`config.mk`:
```
export PLATFORM = sky130hd
export DESIGN_NAME = ptp_time_gen
export DESIGN_NICKNAME = d
export VERILOG_FILES = /design/src/rtl/ptp_time_gen.sv
export SDC_FILE = /design/constraint.sdc
export NUM_CORES = 1
export LEC_CHECK = 0
export ABC_AREA = 1
export BUFFER_PORTS_ARGS = -buffer_cell sky130_fd_sc_hd__clkbuf_2
export CAP_MARGIN = 25
export CORE_MARGIN = 2
export CORE_UTILIZATION = 30
export DETAILED_ROUTE_END_ITERATION = 8
export SYNTH_ARGS = -nofsm -noshare
export SYNTH_HDL_FRONTEND = slang
export SYNTH_SLANG_ARGS = --single-unit
```
`constraint.sdc`:
```
create_clock -name clk -period 5.25 [get_ports clk]
set_clock_uncertainty 0.15 [all_clocks]
set_input_delay 1.05 -clock clk [delete_from_list [all_inputs] [get_ports clk]]
set_output_delay 1.05 -clock clk [all_outputs]
set_load 0.005 [all_outputs]
```
`src/rtl/ptp_time_gen.sv`:
```
module ptp_time_gen #(
  parameter int     SEC_W   = 32,
  parameter int     NS_W    = 30,
  parameter int     INC_W   = 8,
  parameter int     ACC_W   = 32,
  parameter longint NS_ROLL = 1000000000
) (
  input  logic             clk,
  input  logic             rst_n,
  input  logic             wr_en,
  input  logic [3:0]       addr,
  input  logic [31:0]      wdata,
  output logic [31:0]      rdata,
  output logic [SEC_W-1:0] time_sec,
  output logic [NS_W-1:0]  time_ns,
  output logic             irq
);
  localparam logic [NS_W:0] ROLL = (NS_W+1)'(NS_ROLL);

  logic             fine_en, set_busy, adj_busy, load_busy, trig_arm, irq_mask, trig_hit;
  logic [INC_W-1:0] incr;
  logic [ACC_W-1:0] add_stage, add_act, acc;
  logic [SEC_W-1:0] sec, upd_sec, tgt_sec;
  logic [NS_W-1:0]  ns, tgt_ns;
  logic [31:0]      upd_ns_raw;

  // rate accumulator
  logic [ACC_W:0] acc_sum;
  logic           tick;
  assign acc_sum = {1'b0, acc} + {1'b0, add_act};
  assign tick    = fine_en ? acc_sum[ACC_W] : 1'b1;

  // free-running advance
  logic [NS_W:0]    ns_inc;
  logic             ns_roll;
  logic [NS_W-1:0]  tick_ns;
  logic [SEC_W-1:0] tick_sec;
  assign ns_inc   = {1'b0, ns} + (NS_W+1)'(incr);
  assign ns_roll  = ns_inc >= ROLL;
  assign tick_ns  = ns_roll ? NS_W'(ns_inc - ROLL) : ns_inc[NS_W-1:0];
  assign tick_sec = sec + SEC_W'(ns_roll);

  // signed offset adjust
  logic [NS_W-1:0]  off_ns;
  logic             off_neg;
  logic [NS_W:0]    ns_sum, ns_dif;
  logic             sum_carry, dif_borrow;
  logic [NS_W-1:0]  adj_ns;
  logic [SEC_W-1:0] adj_sec;
  assign off_ns     = upd_ns_raw[NS_W-1:0];
  assign off_neg    = upd_ns_raw[31];
  assign ns_sum     = {1'b0, ns} + {1'b0, off_ns};
  assign ns_dif     = {1'b0, ns} - {1'b0, off_ns};
  assign sum_carry  = ns_sum >= ROLL;
  assign dif_borrow = ns_dif[NS_W];

  always_comb begin
    if (off_neg) begin
      adj_ns  = dif_borrow ? NS_W'(ns_dif + ROLL) : ns_dif[NS_W-1:0];
      adj_sec = sec - upd_sec - SEC_W'(dif_borrow);
    end else begin
      adj_ns  = sum_carry ? NS_W'(ns_sum - ROLL) : ns_sum[NS_W-1:0];
      adj_sec = sec + upd_sec + SEC_W'(sum_carry);
    end
  end

  // target comparator
  logic hit;
  assign hit = trig_arm && ((sec > tgt_sec) || ((sec == tgt_sec) && (ns >= tgt_ns)));

  logic cmd_free;
  assign cmd_free = !set_busy && !adj_busy;

  always_ff @(posedge clk) begin
    if (!rst_n) begin
      fine_en <= 1'b0; set_busy <= 1'b0; adj_busy <= 1'b0; load_busy <= 1'b0;
      trig_arm <= 1'b0; irq_mask <= 1'b0; trig_hit <= 1'b0;
      incr <= '0; add_stage <= '0; add_act <= '0; acc <= '0;
      sec <= '0; ns <= '0; upd_sec <= '0; upd_ns_raw <= '0;
      tgt_sec <= '0; tgt_ns <= '0;
    end else begin
      acc <= acc_sum[ACC_W-1:0];
      if (set_busy) begin
        sec      <= upd_sec;
        ns       <= off_ns;
        set_busy <= 1'b0;
      end else if (adj_busy) begin
        sec      <= adj_sec;
        ns       <= adj_ns;
        adj_busy <= 1'b0;
      end else if (tick) begin
        sec <= tick_sec;
        ns  <= tick_ns;
      end
      if (load_busy) begin
        add_act   <= add_stage;
        load_busy <= 1'b0;
      end
      if (hit) begin
        trig_hit <= 1'b1;
        trig_arm <= 1'b0;
      end
      if (wr_en) begin
        case (addr)
          4'd0: begin
            fine_en  <= wdata[0];
            trig_arm <= wdata[4];
            irq_mask <= wdata[5];
            if (wdata[3]) load_busy <= 1'b1;
            if (cmd_free && wdata[1])      set_busy <= 1'b1;
            else if (cmd_free && wdata[2]) adj_busy <= 1'b1;
            if (wdata[6] && !hit) trig_hit <= 1'b0;
          end
          4'd1: incr       <= wdata[INC_W-1:0];
          4'd2: add_stage  <= wdata[ACC_W-1:0];
          4'd4: upd_sec    <= wdata[SEC_W-1:0];
          4'd5: upd_ns_raw <= wdata;
          4'd6: tgt_sec    <= wdata[SEC_W-1:0];
          4'd7: tgt_ns     <= wdata[NS_W-1:0];
          default: ;
        endcase
      end
    end
  end

  always_comb begin
    case (addr)
      4'd0:    rdata = {25'b0, trig_hit, irq_mask, trig_arm, load_busy, adj_busy, set_busy, fine_en};
      4'd1:    rdata = 32'(incr);
      4'd2:    rdata = 32'(add_stage);
      4'd3:    rdata = 32'(add_act);
      4'd4:    rdata = 32'(upd_sec);
      4'd5:    rdata = upd_ns_raw;
      4'd6:    rdata = 32'(tgt_sec);
      4'd7:    rdata = 32'(tgt_ns);
      4'd8:    rdata = 32'(sec);
      4'd9:    rdata = 32'(ns);
      default: rdata = '0;
    endcase
  end

  assign time_sec = sec;
  assign time_ns  = ns;
  assign irq      = trig_hit && !irq_mask;

  a_r3_ns_range: assert property (@(posedge clk) disable iff (!rst_n)
    {1'b0, ns} < ROLL);

  a_r6_set_commit: assert property (@(posedge clk) disable iff (!rst_n)
    set_busy |=> (sec == $past(upd_sec)) && (ns == $past(upd_ns_raw[NS_W-1:0])));

  a_r9_one_command: assert property (@(posedge clk) disable iff (!rst_n)
    !(set_busy && adj_busy));

  a_r5_addend_load: assert property (@(posedge clk) disable iff (!rst_n)
    load_busy |=> (add_act == $past(add_stage)) && !load_busy);

  a_r12_hit_sets_status: assert property (@(posedge clk) disable iff (!rst_n)
    hit |=> trig_hit);
endmodule

```
Word-level counts from Yosys, hierarchy flattened
Index checks and enable logic that the tools add are counted.
{"block": "op_classes", "n_addsub": 12, "n_lt_le_gt_ge": 4, "eq_ne": 10, "mux": 27, "n_reduce_logical": 22}
{"op": "32-bit one-hot mux with 10 select lines", "n": 1}
{"op": "30-bit two-way mux", "n": 7}
{"op": "32-bit two-way mux", "n": 4}
{"op": "32-bit by 1-bit adder with 32-bit output", "n": 2}
{"op": "31-bit by 30-bit >= comparator with 1-bit output, second input constant", "n": 2}
{"op": "30-bit subtractor, second input constant", "n": 2}
{"op": "32-bit by 32-bit adder with 33-bit output", "n": 1}
{"op": "32-bit adder", "n": 1}
{"op": "32-bit equality test", "n": 1}
{"op": "32-bit > comparator", "n": 1}
{"op": "32-bit by 1-bit subtractor with 32-bit output", "n": 1}
{"op": "32-bit subtractor", "n": 1}
{"op": "30-bit by 30-bit adder with 31-bit output", "n": 1}
{"op": "30-bit by 8-bit adder with 31-bit output", "n": 1}
{"op": "30-bit by 30-bit subtractor with 31-bit output", "n": 1}
{"op": "30-bit adder, second input constant", "n": 1}
{"op": "30-bit >= comparator", "n": 1}
{"op": "4-bit by 3-bit equality test with 1-bit output, second input constant", "n": 4}
{"op": "1-bit two-way mux", "n": 15}
{"op": "2-bit AND reduction", "n": 7}
{"op": "4-bit by 2-bit equality test with 1-bit output, second input constant", "n": 2}
{"op": "4-bit equality test, second input constant", "n": 2}
{"op": "1-bit logical AND", "n": 7}
{"op": "4-bit by 1-bit equality test with 1-bit output, second input constant", "n": 1}
{"op": "other kinds (5)", "n": 8}
{"block": "totals", "reg_bits": 299, "inputBits": 39, "word_cells": 92}

Depth between registers and ports, before layout
{"block": "depth", "word_depth": 9, "ltp_mapped": 47}

Worst setup path after synthesis
OpenSTA, ideal clock, no wires.
{"block": "synth_path", "path_kind": "register -> register", "start": "register ns[0], in the netlist time_ns[0]", "end": "register sec[22], in the netlist time_sec[22]", "arrival_time_ns": 5.165, "setup_slack_ns": -0.193, "path_stages_with_launch": 36, "path_buffers": 1, "period_less_slack_ns": 5.443, "cell_sequence": "dfxtp_1 inv_1 ha_1 fa_1 o21ai_1 nand2_1 nand2_1 nand2_1 nand2_1 nand3b_1 nand2_1 inv_1 o21ai_2 inv_1 clkbuf_1 fa_1 inv_1 ha_1 inv_1 nand2_1 fa_1 nor2_1 o21bai_1 a21boi_0 o21ai_0 nand2_1 nand2_1 nand2_1 nand2_1 a21boi_0 o21ai_0 xor2_1 nand2_1 nand3_1 o211ai_1 a21oi_1"}
{"block": "synth_between", "elab_chain_len": 6, "word_cells_on_any_way": 12, "classes_between": "add/sub: 6; order compare: 2; mux: 4"}
{"item": "start, declared", "line": "24", "source": "logic [NS_W-1:0] ns, tgt_ns;"}
{"item": "start signal, assigned", "line": "85", "source": "ns <= off_ns;"}
{"item": "start signal, assigned", "line": "89", "source": "ns <= adj_ns;"}
{"item": "start signal, assigned", "line": "93", "source": "ns <= tick_ns;"}
{"item": "30-bit by 8-bit adder with 31-bit output / 30-bit by 30-bit adder with 31-bit output (equally long branches)", "line": "38, 52"}
{"item": "31-bit by 30-bit >= comparator with 1-bit output, on equally long branches", "line": "39, 54"}
{"item": "32-bit by 1-bit adder with 32-bit output, on equally long branches", "line": "41, 63"}
{"item": "32-bit two-way mux, on equally long branches", "line": "91, 58"}
{"item": "32-bit two-way mux (*)", "line": "87", "source": "end else if (adj_busy) begin"}
{"item": "32-bit two-way mux (*)", "line": "83", "source": "if (set_busy) begin"}
{"item": "end signal, assigned", "line": "84", "source": "sec <= upd_sec;"}
{"item": "end signal, assigned", "line": "88", "source": "sec <= adj_sec;"}
{"item": "end signal, assigned", "line": "92", "source": "sec <= tick_sec;"}
{"item": "end, declared", "line": "23", "source": "logic [SEC_W-1:0] sec, upd_sec, tgt_sec;"}
Mark *: on every way between the ends. The rest lies on a longest branch, timed or not. The select of a mux whose other input is x is not followed.
A chain may end at the register's enable or synchronous reset.

Worst setup path after layout
{"block": "layout_path", "start": "register ns[0], in the netlist time_ns[0]", "end": "register sec[13], in the netlist time_sec[13]"}
Same word-level chain as after synthesis.

==> impl_summary.md <==
Status
The run finished, with violations left. The final reports fail on negative setup slack.

Cells and area
The count of cells in the finished layout, fillers not included, comes to about 6500. Summing all non-filler instances in the final layout gives an area of ~37000 sq um. The total area of multi-input combinational cells is ~20000 sq um. The sequential cells in the finished layout cover a total of approximately 6000 sq um.

At the end of the flow, the number of nets in the layout was between 5000 and 6000. Counting the fill cells in the layout gives between 10000 and 15000. Relative to the synthesized area, the layout overhead comes to 28.71%.

Of the cells placed in the final design, the portion with a size suffix greater than 1 is roughly a fifth. The fraction of the core area covered by cells at the end of the flow is between 30% and 40%.

STA
The total negative slack is -0.1149 ns. Derived from the worst setup path, the maximum achievable clock frequency is between 150 and 200 MHz. The count of final max-slew check failures came to 0. The period utilization is 101.1%.

Setup repair after global routing could not meet its margin everywhere. The routed design could run at a clock period as short as 5.307 ns. For the pin with the worst max-slew slack, the measured transition is slightly below 1 ns.

The headroom to the max-slew limit is between 30% and 40%. Setup violations remaining at the end of the flow were counted as 5. Across all setup checks in the final design, the least slack found is -0.05721 ns. The number of failing hold endpoints at the final stage is 0.

Floorplanning
The horizontal die dimension is about 310 um. The count of pins on the block boundary is about 130. The floorplan die area is just under 100000 sq um. The region available for standard cell placement spans ~94000 sq um. The die boundary height is slightly above 300 um.

The initial core utilization is between 30% and 40%. The total number of placement rows is 112.

Power
The largest voltage drop on the vdd net is ~250 uV. Power spread over the standard cell area amounts to approximately 210 nW/um^2. The leakage dissipation is 17.48 nW.

Logic synthesis
Measured against the total synthesized area, the mux share comes to 0%. After synthesis, the largest family of logic cells by area is simple AND/OR/NAND/NOR gates. For this run, asynchronously set or reset flops after synthesis account for 0%.

The count of synthesis-stage warnings from yosys is 0. The number of nets in the synthesized netlist is approximately 5000. The number of enable flip-flop cells after synthesis is 0. The number of different library cells used by synthesis comes to 58. The flip-flop and latch count after synthesis is ~300. For this run, the leading register cell type out of synthesis is dfxtp_1. By area the synthesized netlist is led by dfxtp_1 21%, nand2_1 13%, ha_1 11%.

Synthesis produced a netlist whose cell count is roughly 4600. The cell area after synthesis is roughly 28000 sq um. The area share of the largest cell type after synthesis is 21.07%. The compound-cell area share of the yosys netlist is between 20% and 30%. After synthesis, the most frequently instantiated cells are 1010 x nand2_1, 628 x inv_1, 561 x a21oi_1. The proportion of synthesized chip area in sequential cells is a little over a fifth. After Yosys synthesis, full adders, half adders and majority gates account for a little under an eighth of the synthesized area.

The area fraction in and, or, nand and nor cells after synthesis is 28.47%. The most common cell in the synthesized netlist is nand2_1. The cell type contributing the most total cell area after synthesis is dfxtp_1. The synthesized netlist devotes under 10% of its cell area to XOR and XNOR gates.

The average footprint of a synthesized cell is roughly 6.1 sq um.

Setup path
The startpoint identified for the worst register-to-register timing path is time_ns[0]. The depth of the worst register-to-register path is 37. The largest single stage delay on the critical path is around 0.52 ns.

Data on the critical path is required at its endpoint by between 5 and 6 ns. The nature of the critical path startpoint is a flip-flop. The endpoint kind of the worst setup timing path is a flip-flop. The start-to-end type of the worst setup path is reg -> reg.

The critical-path cell with the highest stage delay is fa_1. The maximum fanout along the worst path is 3. The beginning of the critical path is time_ns[0].

The cell repeated most along the worst path is nand2_2. STA puts the critical path data arrival time at between 5 and 6 ns.

Placement
The port buffer count is ~130. After legalization and detailed placement, the total HPWL measured approximately 110 mm. Routability-driven placement finished with a final weighted congestion of just over 1. Summing all placed instances gives a cell area of about 34000 sq um. After detailed placement, the design holds a cell count of between 6000 and 7000. The setup slack at placement is -0.3674 ns.

Global route
The maximum number of pins on one net before global-route repair is between 100 and 150. The overall track demand over capacity in global routing is between 20% and 30%. The initial antenna violation count is 10. The first global-routing pass estimated about 200 mm of wire. After global routing the overflow that remains totals 0. The number of global-route vias before repair is roughly 32000.

Clock network
The number of buffers between clock root and the deepest sink is 3. The maximum level of the CTS H-tree is 2. The total CTS buffers is 35. The post-cts hold buffer count is 0. The sink count of the clock tree is 299.

TritonCTS built the clock tree. The cell chosen for the clock root is clkbuf_16. The later pin in the worst-skew pair is clocked with a latency of around 0.57 ns. Clock-pin slew was measured on the worst setup and hold paths at about 0.06 ns.

Worst hold path
Counting instances, the worst hold path has a depth of 2. The hold path startpoint is add_stage[28]. The path class of the lowest-slack min-delay path is reg -> reg.

Detailed routing
The via count of the routed design is around 35000. The detail-routed via count per cell is between 5 and 6. The DRC violation count after routing is 0. The starting DRC count in detailed routing is between 3000 and 4000. The total routed wirelength is between 100 and 150 mm. Dividing the detail-routed wire length by the instance count gives approximately 21 um. The first TritonRoute pass finished after 6 iterations. The detail route stage leaves a number of antenna-violating nets equal to 0.

Run
Max-cap violations in this run came to 0.
[cell type report]
type / count / share of cell area (%)
Sequential cell: 299 / 16.39
Inverter: 654 / 6.763
Clock buffer: 46 / 2.786
Tap cell: 1254 / 4.292
Timing Repair Buffer: 703 / 13.83
Multi-Input combinational cell: 3517 / 55.34
Clock inverter: 15 / 0.5476
Antenna cell: 7 / 0.04791
[stage by stage]
step	power (mW)	hold slack, ns
after global routing	8.133	0.3465
after global placement	4.822	0.3032
final	7.792	0.3257
after detailed placement	4.841	0.3151
after floorplan	3.824	0.2909
after CTS	7.552	0.3221
[worst max-delay path, delay by kind of cell, from the launching register on]
family,cells,cell delay [ns]
simple gates,11,1.02
flops,1,0.36
compound gates,9,1.30
xor+xnor,1,0.13
fa+ha+maj,4,1.20
buf+inv,12,1.06
[flip-flops by register name, indices dropped and copies added, names as in the netlist]
register	count
add_stage	32
load_busy	1
adj_busy	1
irq_mask	1
trig_arm	1
tgt_ns	30
upd_ns_raw	32
time_ns	30
upd_sec	32
acc	32
trig_hit	1
add_act	32
set_busy	1
time_sec	32
tgt_sec	32
fine_en	1
incr	8
[cells in the final DEF (no fill, tap or decap), types with 18 or more instances in the layout]
cell	synthesis	final
a221oi_1	50	50
inv_2	18	29
o21a_1	20	20
nand2_2	22	72
clkbuf_2	1	132
xor2_1	71	70
nand4_1	37	37
o21ai_1	11	33
inv_1	628	615
o22ai_1	55	55
clkbuf_16	0	36
nor2_1	381	342
dfxtp_1	299	294
o211ai_1	20	20
nand2_1	1010	950
nor2_2	9	37
buf_4	17	551
nor4_1	21	18
ha_4	0	19
ha_1	257	222
nand3_2	11	22
nor3_1	54	50
o21ai_0	427	395
a21oi_1	561	547
nand3_1	344	328
[final timing paths]
path | end | slack [ns]
setup / recovery | time_sec[13] | -0.06
hold / removal | add_act[28] | 0.33
setup reg to reg | time_sec[13] | -0.06
hold reg to reg | add_act[28] | 0.33
[repair_timing]
item                       in CTS  in global routing
pin swaps                      13                 88
buffers inserted               10                 29
setup endpoints to repair      21                 25
cloned                          0                  0
resized for setup              48                268
[report_power, final]
group / total (mW) / internal (mW) / switching, mW
combinational: 2.76 / 1.02 / 1.74
sequential: 2.38 / 2.32 / 0.0592
clock: 2.66 / 1.57 / 1.09
total: 7.79 / 4.90 / 2.89
[cell families (layout without fill, tap and decap cells)]
logic type | Yosys count | after routing
AOI/OAI and AO/OA | 1261 | 1261
and+or+nand+nor | 1915 | 1915
DFF | 299 | 299
buffers and inverters | 831 | 1418
adders and majority gates | 265 | 265
other | 0 | 7
xor gates and xnor gates | 76 | 76
[routing by layer]
metal | part of all wire [%] | routed length [um] | global-route usage, %
met1 | 43 | 58800 | 36.58
met2 | 42 | 57420 | 40.91
met3 | 9.1 | 12500 | 4.379
met4 | 6.2 | 8570 | 14.06
met5 | 0.034 | 47 | 0
Note: power is estimated with default switching activity, not from simulation.
